**src/rtl/rect_scroll_engine.sv**
```systemverilog
module rect_scroll_engine #(
  parameter int LINE_PIX = 2048,
  parameter int YW = 11,
  parameter int PW = 32
) (
  input  logic                            clk,
  input  logic                            rst_n,
  input  logic                            reg_wr,
  input  logic [3:0]                      reg_addr,
  input  logic [PW-1:0]                   reg_wdata,
  output logic                            busy,
  output logic                            mem_rd,
  output logic                            mem_wr,
  output logic [YW+$clog2(LINE_PIX)-1:0]  mem_addr,
  output logic [PW-1:0]                   mem_wdata,
  input  logic [PW-1:0]                   mem_rdata
);
  localparam int XW = $clog2(LINE_PIX);
  localparam int WW = XW + 1;
  localparam logic [3:0] A_OP = 4'd0, A_BY = 4'd1, A_BX = 4'd2, A_DY = 4'd3,
                         A_DX = 4'd4, A_BH = 4'd5, A_FG = 4'd6, A_ROP = 4'd7, A_BW = 4'd8;
  localparam logic [7:0] OP_FILL = 8'h08, OP_SCROLL = 8'h0B;
  localparam logic [7:0] ROP_NEW = 8'h83, ROP_OLD = 8'h85, ROP_XOR = 8'h86;

  typedef enum logic [1:0] {S_IDLE, S_RSRC, S_RDST, S_WR} st_t;

  st_t            st;
  logic [7:0]     op_q, rop_q;
  logic [YW-1:0]  by_q, dy_q, bh_q, row;
  logic [XW-1:0]  bx_q, dx_q;
  logic [WW-1:0]  bw_q, col;
  logic [PW-1:0]  fg_q, src_q;
  logic           down;

  wire is_fill   = (op_q == OP_FILL);
  wire is_scroll = (op_q == OP_SCROLL);
  wire idle      = (st == S_IDLE);
  wire [WW-1:0] new_w = reg_wdata[WW-1:0];
  wire start = reg_wr && idle && (reg_addr == A_BW) && (is_fill || is_scroll)
               && (new_w != '0) && (bh_q != '0);
  wire go_down  = is_scroll && (dy_q > by_q);
  wire last_col = (col == bw_q - 1'b1);
  wire last_row = down ? (row == '0) : (row == bh_q - 1'b1);
  st_t first_st;
  assign first_st = is_scroll ? S_RSRC : S_RDST;

  wire [YW-1:0] src_y = by_q + row;
  wire [XW-1:0] src_x = bx_q + col[XW-1:0];
  wire [YW-1:0] dst_y = (is_fill ? by_q : dy_q) + row;
  wire [XW-1:0] dst_x = (is_fill ? bx_q : dx_q) + col[XW-1:0];

  wire [PW-1:0] new_px = is_fill ? fg_q : src_q;

  assign busy     = !idle;
  assign mem_rd   = (st == S_RSRC) || (st == S_RDST);
  assign mem_wr   = (st == S_WR);
  assign mem_addr = (st == S_RSRC) ? {src_y, src_x} : {dst_y, dst_x};

  always_comb begin
    case (rop_q)
      ROP_NEW: mem_wdata = new_px;
      ROP_OLD: mem_wdata = mem_rdata;
      ROP_XOR: mem_wdata = new_px ^ mem_rdata;
      default: mem_wdata = new_px;
    endcase
  end

  always_ff @(posedge clk or negedge rst_n) begin
    if (!rst_n) begin
      op_q  <= '0;
      rop_q <= ROP_NEW;
      by_q  <= '0;
      bx_q  <= '0;
      dy_q  <= '0;
      dx_q  <= '0;
      bh_q  <= '0;
      bw_q  <= '0;
      fg_q  <= '0;
    end else if (reg_wr && idle) begin
      case (reg_addr)
        A_OP:    op_q  <= reg_wdata[7:0];
        A_BY:    by_q  <= reg_wdata[YW-1:0];
        A_BX:    bx_q  <= reg_wdata[XW-1:0];
        A_DY:    dy_q  <= reg_wdata[YW-1:0];
        A_DX:    dx_q  <= reg_wdata[XW-1:0];
        A_BH:    bh_q  <= reg_wdata[YW-1:0];
        A_FG:    fg_q  <= reg_wdata;
        A_ROP:   rop_q <= reg_wdata[7:0];
        A_BW:    bw_q  <= new_w;
        default: ;
      endcase
    end
  end

  always_ff @(posedge clk or negedge rst_n) begin
    if (!rst_n) begin
      st    <= S_IDLE;
      row   <= '0;
      col   <= '0;
      down  <= 1'b0;
      src_q <= '0;
    end else begin
      case (st)
        S_IDLE: if (start) begin
          down <= go_down;
          row  <= go_down ? bh_q - 1'b1 : '0;
          col  <= '0;
          st   <= first_st;
        end
        S_RSRC: st <= S_RDST;
        S_RDST: begin
          src_q <= mem_rdata;
          st    <= S_WR;
        end
        S_WR: begin
          if (last_col) begin
            col <= '0;
            if (last_row) st <= S_IDLE;
            else begin
              row <= down ? row - 1'b1 : row + 1'b1;
              st  <= first_st;
            end
          end else begin
            col <= col + 1'b1;
            st  <= first_st;
          end
        end
        default: st <= S_IDLE;
      endcase
    end
  end
endmodule

```
**config.mk**
```make
export PLATFORM = sky130hd
export DESIGN_NAME = rect_scroll_engine
export DESIGN_NICKNAME = d
export VERILOG_FILES = /design/src/rtl/rect_scroll_engine.sv
export SDC_FILE = /design/constraint.sdc
export NUM_CORES = 1
export LEC_CHECK = 0
export ABC_AREA = 1
export BUFFER_PORTS_ARGS = -buffer_cell sky130_fd_sc_hd__buf_2
export CAP_MARGIN = 20
export CORE_MARGIN = 5
export CORE_UTILIZATION = 45
export DETAILED_ROUTE_END_ITERATION = 10
export SLEW_MARGIN = 0
export SYNTH_ARGS = -nofsm -noshare
export SYNTH_HDL_FRONTEND = slang
export SYNTH_SLANG_ARGS = --single-unit
```
**constraint.sdc**
```tcl
create_clock -name clk -period 11.5 [get_ports clk]
set_clock_uncertainty 0.2 [all_clocks]
set_input_delay 2.3 -clock clk [delete_from_list [all_inputs] [get_ports clk]]
set_output_delay 2.3 -clock clk [all_outputs]
set_load 0.05 [all_outputs]
```
# Yosys cells after proc, flatten, opt, wreduce, memory -nomap -nowiden
# Index checks and enable logic that the tools add are counted.
# op_classes
n_addsub,9
n_lt_le_gt_ge,1
eq_ne,20
mux,20
bitwise,1
n_reduce_logical,27
# op_table
op,n
11-bit two-way mux,7
32-bit case mux with 2 select lines,1
11-bit adder,4
32-bit two-way mux,1
32-bit bitwise XOR,1
12-bit two-way mux,2
12-bit case mux with 2 select lines,1
22-bit two-way mux,1
11-bit case mux with 2 select lines,1
2-bit AND reduction,11
"11-bit by 1-bit subtractor with 11-bit output, second input constant",2
"4-bit by 3-bit == test with 1-bit output, second input constant",4
"8-bit by 4-bit == test with 1-bit output, second input constant",2
"8-bit == test, second input constant",2
"12-bit by 1-bit adder with 12-bit output, second input constant",1
12-bit == test,1
12-bit nonzero test,1
"12-bit by 1-bit subtractor with 12-bit output, second input constant",1
"11-bit by 1-bit adder with 11-bit output, second input constant",1
11-bit == test,1
11-bit > comparator,1
11-bit logical NOT,1
11-bit nonzero test,1
"4-bit by 2-bit == test with 1-bit output, second input constant",2
16 further kinds,27
# totals
regBits,173
input_bits,71
word_cells,92

# Logic depth before layout (Yosys ltp)
# depth
word_depth,8
ltp_mapped,20

# Least setup slack after synthesis
# No wires, ideal clock.
# synth_timing
path_kind,input to output
startpoint,in mem_rdata[10]
endpoint,out mem_wdata[10]
arrival_ps,3569
t_required_ps,9000
slack_ps,5431
stages,3
path_cell_list,o21ai_0 > inv_1 > o21ai_0
# synth_via
elab_chain_cells,2
# synth_lines
item,line,text
"start, declared",16,input logic [PW-1:0] mem_rdata
32-bit bitwise XOR,63,ROP_XOR: mem_wdata = new_px ^ mem_rdata;
32-bit case mux with 2 select lines (*),60,case (rop_q)
"end, declared",15,"output logic [PW-1:0] mem_wdata,"
# Mark *: on every way between the ends. The rest lies on a longest branch, timed or not.

# Final worst setup path
# layout_timing
startpoint,reg op_q[2]
endpoint,out mem_addr[7]
# layout_via
elab_chain_cells,4
# layout_lines
item,line,text
"start, declared",28,"logic [7:0] op_q, rop_q;"
"start signal, assigned",81,A_OP: op_q <= reg_wdata[7:0];
8-bit by 4-bit == test with 1-bit output,35,wire is_fill = (op_q == OP_FILL);
11-bit two-way mux,50,wire [XW-1:0] dst_x = (is_fill ? bx_q : dx_q) + col[XW-1:0];
11-bit adder,50,
22-bit two-way mux,57,"assign mem_addr = (st == S_RSRC) ? {src_y, src_x} : {dst_y, dst_x};"
"end, declared",14,"output logic [YW+$clog2(LINE_PIX)-1:0] mem_addr,"
# Every way passes these cells.

==> run_results.csv <==
group,metric,value,unit
run_status,status,"complete, no violations",
hold_path,hp-class,"reg2reg",
worst_setup_path,rr_worst_depth,10,
clock_tree,cts_tree,"done",
floorplanning,die_y,165,um
routing,met1Wirelength,14.5,mm
floorplanning,coreArea,0.0236,sq mm
timing,max_slew.worst_pin.slew,1.03,ns
synth,synth_area_per_cell,7.60,sq um
worst_setup_path,slowest_stage,"dfrtp_1",
synth,synth_flop_cell,"dfrtp_1",
placed_design,hpwl,21.0,mm
synth,netlist_area,0.0109,sq mm
cells_and_area,final_cell_mix,"312 x nand2_1, 248 x o21ai_0, 179 x inv_1",
clock_tree,cts_setup_buffers,0,
synth,synth_edf_count,0,
worst_setup_path,end_kind,"output pin",
timing,hold_violations,0,
routing,viasPerCell,5.23,
global_routing,grt_pass1_wl,47.0,mm
synth,syn_nets,1550,
clock_tree,cts_buffers,17,
worst_setup_path,start_kind,"flop",
timing,maxSlewViolCount,0,
power,fin_total_pwr,1.28,mW
cells_and_area,final_common_cell,"nand2_1",
worst_setup_path,crit_arrival,3.78,ns
worst_setup_path,reg2reg_slack,8.24,ns
floorplanning,die-area,0.0273,sq mm
clock_tree,clock_latency,0.43,ns
cells_and_area,diodes,0,
synth,synth_area_leaders,"dfrtp_1 39%, o21ai_0 11%, nand2_1 11%",
clock_tree,clock-sinks,173,
floorplanning,die_w,165,um
cells_and_area,area_delta_synth_final,14.2,%
cells_and_area,drive_gt1_share,15.2,%
worst_setup_path,worstReg2RegEnd,"col[4]$_DFFE_PN0P_",
routing,wl_met2,12.7,mm
timing,grt_setup_unrepaired,"no",
floorplanning,io_pins,128,
clock_tree,root_buffer,"clkbuf_16",
cells_and_area,nNetsFinal,1652,
clock_tree,cts_hold_buf,0,
timing,max_freq,0.159,GHz
synth,syn-instance-count,1428,
global_routing,antenna_found_initial,0,
timing,min_period,6.28,ns
routing,wl_per_cell,15.7,um
power,max-vdd-ir-drop,91.5,uV
synth,yosys.area.top_type,"dfrtp_1",
job,max_cap_viol_count,0,
floorplanning,std_cell_rows,56,
routing,drt-initial-drc-count,765,
timing,setup_viol,0,
synth,yosys_warnings,0,
worst_setup_path,cp_slowest_stage_delay,0.38,ns
worst_setup_path,required,9.00,ns
worst_setup_path,worstSetupPathType,"reg2out",
placed_design,io_buffers,127,
clock_tree,clk_path_buf_depth,2,
placed_design,gp_congestion,0.918,
synth,seq_area_frac_synth,39.9,%
routing,top_layer_used,"met4",
worst_setup_path,crit_family,"compound AO/OA/AOI/OAI gates",
timing,finalCritPeriodShare,54.6,%
clock_tree,htreeDepth,4,
synth,ys_types,41,
routing,route.detailed.drc,0,
power,leakage,6.31,nW
timing,fin_setup_tns,0,ns
clock_tree,clk_pin_slew,0.07,ns
floorplanning,start_util,46.0,%
hold_path,hold-path-endpoint,"fg_q[8]$_DFFE_PN0P_",
power,p_per_area,103,mW/mm^2
hold_path,holdPathStages,2,
cells_and_area,fin_cells,1862,
global_routing,grt_max_degree,110,
routing,first_pass_iters,7,
placed_design,dp_cells,1827,
global_routing,groute.usage.overall,21.7,%
worst_setup_path,timing.rr.start,"bh_q[0]$_DFFE_PN0P_",
routing,wl_met3,1.62,mm
clock_tree,cts_resized,0,
global_routing,grt_pass1_vias,8970,
worst_setup_path,crit_buf_inv,4,
routing,finalWirelength,29.2,mm
synth,synth_top_area_share,39.2,%
synth,synth_seq_cells,173,
global_routing,grt-ovfl-total,0,
worst_setup_path,worstPathMaxFanout,33,
routing,ant_nets,0,
hold_path,hold_start,"fg_q[8]$_DFFE_PN0P_",
synth,synthArstFlopShare,100,%
cells_and_area,fill_cells,2331,
worst_setup_path,path_cells,"inv_1 > nand2_1 > nor3_1 > nand2_2 > nand2_1 > buf_4 > mux2_2 > ha_1 > a21oi_1 > inv_1 > a31oi_1 > o21ai_0 > a21oi_1 > nor2_1 > nor2_1 > xor2_1 > buf_2",
routing,routed-via-count,9741,
timing,slew_headroom,31.1,%
cells_and_area,utilization,52.5,%
==> where the power goes <==
part	internal, mW	total [mW]	leakage [nW]	switching [mW]
Clock	0.307	0.575	0.272	0.268
Combinational	0.0211	0.0857	3.83	0.0646
Sequential	0.614	0.615	2.21	0.00134
==> sequential cells by signal, summed over array words and instances (netlist names), 12 cells and up <==
signal,cells
bw_q,12
col,12
fg_q,32
src_q,32
==> Yosys cell counts, types with 3 or more instances <==
master and instances:
nand2_1 315, o21ai_0 248, xnor2_1 10, mux2_2 30, inv_1 179, nor3_1 20, o31ai_1 6, o21ai_2 11
dfstp_2 3, nor2_2 3, o211ai_1 32, nor4_1 7, o2111ai_1 3, clkinv_1 3, nor2_4 3, clkbuf_1 48
nand3_1 62, ha_1 48, fa_1 3, nor2_1 95, nand4_1 15, xor2_1 28, nand2_2 6, a21oi_1 60
dfrtp_1 170
==> through the flow <==
stage          hold WS [ns]  worst slack, ns  instance area (sq um)
6_report              0.282             5.22                  12400
5_1_grt               0.301             4.96                  12400
4_1_cts               0.286             5.25                  12300
3_5_place_dp          0.268             5.73                  11700
3_3_place_gp          0.262             5.78                  11700
2_1_floorplan         0.248             5.43                  10900
==> tightest hold or removal path, delay by kind of cell (launching register included) <==
| family | cells | cell delay (ns) |
|---|---|---|
| DFF | 1 | 0.34 |
| AOI/OAI and AO/OA | 1 | 0.06 |
| and+or+nand+nor | 1 | 0.05 |
==> layer usage <==
| metal | GRT usage, % | vias to the layer above |
|---|---|---|
| li1 | - | 4922 |
| met2 | 33.1 | 275 |
| met3 | 3.18 | 19 |
| met4 | 4.20 | 0 |
| met1 | 33.0 | 4525 |
| met5 | 0 | - |
==> area by class of cell <==
type | count | area (sq um) | area share (%)
Inverter | 183 | 687 | 5.54
Clock buffer | 18 | 429 | 3.46
Tap cell | 319 | 399 | 3.22
Sequential cell | 173 | 4330 | 35.0
Timing Repair Buffer | 136 | 766 | 6.18
Clock inverter | 14 | 149 | 1.20
Multi-Input combinational cell | 1019 | 5630 | 45.4
==> worst max path at each step <==
stage | startpoint | to | depth (start not counted)
2_1_floorplan | mem_rdata[10] | mem_wdata[10] | 3
3_3_place_gp | op_q[2]$_DFFE_PN0P_ | mem_addr[7] | 17
3_5_place_dp | op_q[2]$_DFFE_PN0P_ | mem_addr[7] | 17
4_1_cts | op_q[2]$_DFFE_PN0P_ | mem_addr[7] | 17
5_1_grt | op_q[2]$_DFFE_PN0P_ | mem_addr[7] | 17
6_report | op_q[2]$_DFFE_PN0P_ | mem_addr[7] | 17
==> kinds of logic after synthesis <==
group                      count (synthesis)  synth area share, %
adders and majority gates                 51                 6.09
DFF                                      173                 39.9
buffers and inverters                    236                 8.32
muxes                                     31                 3.21
and+or+nand+nor                          533                 20.8
AOI/OAI and AO/OA                        365                 18.4
xor gates and xnor gates                  39                 3.27
(Power assumes the default switching activity.)
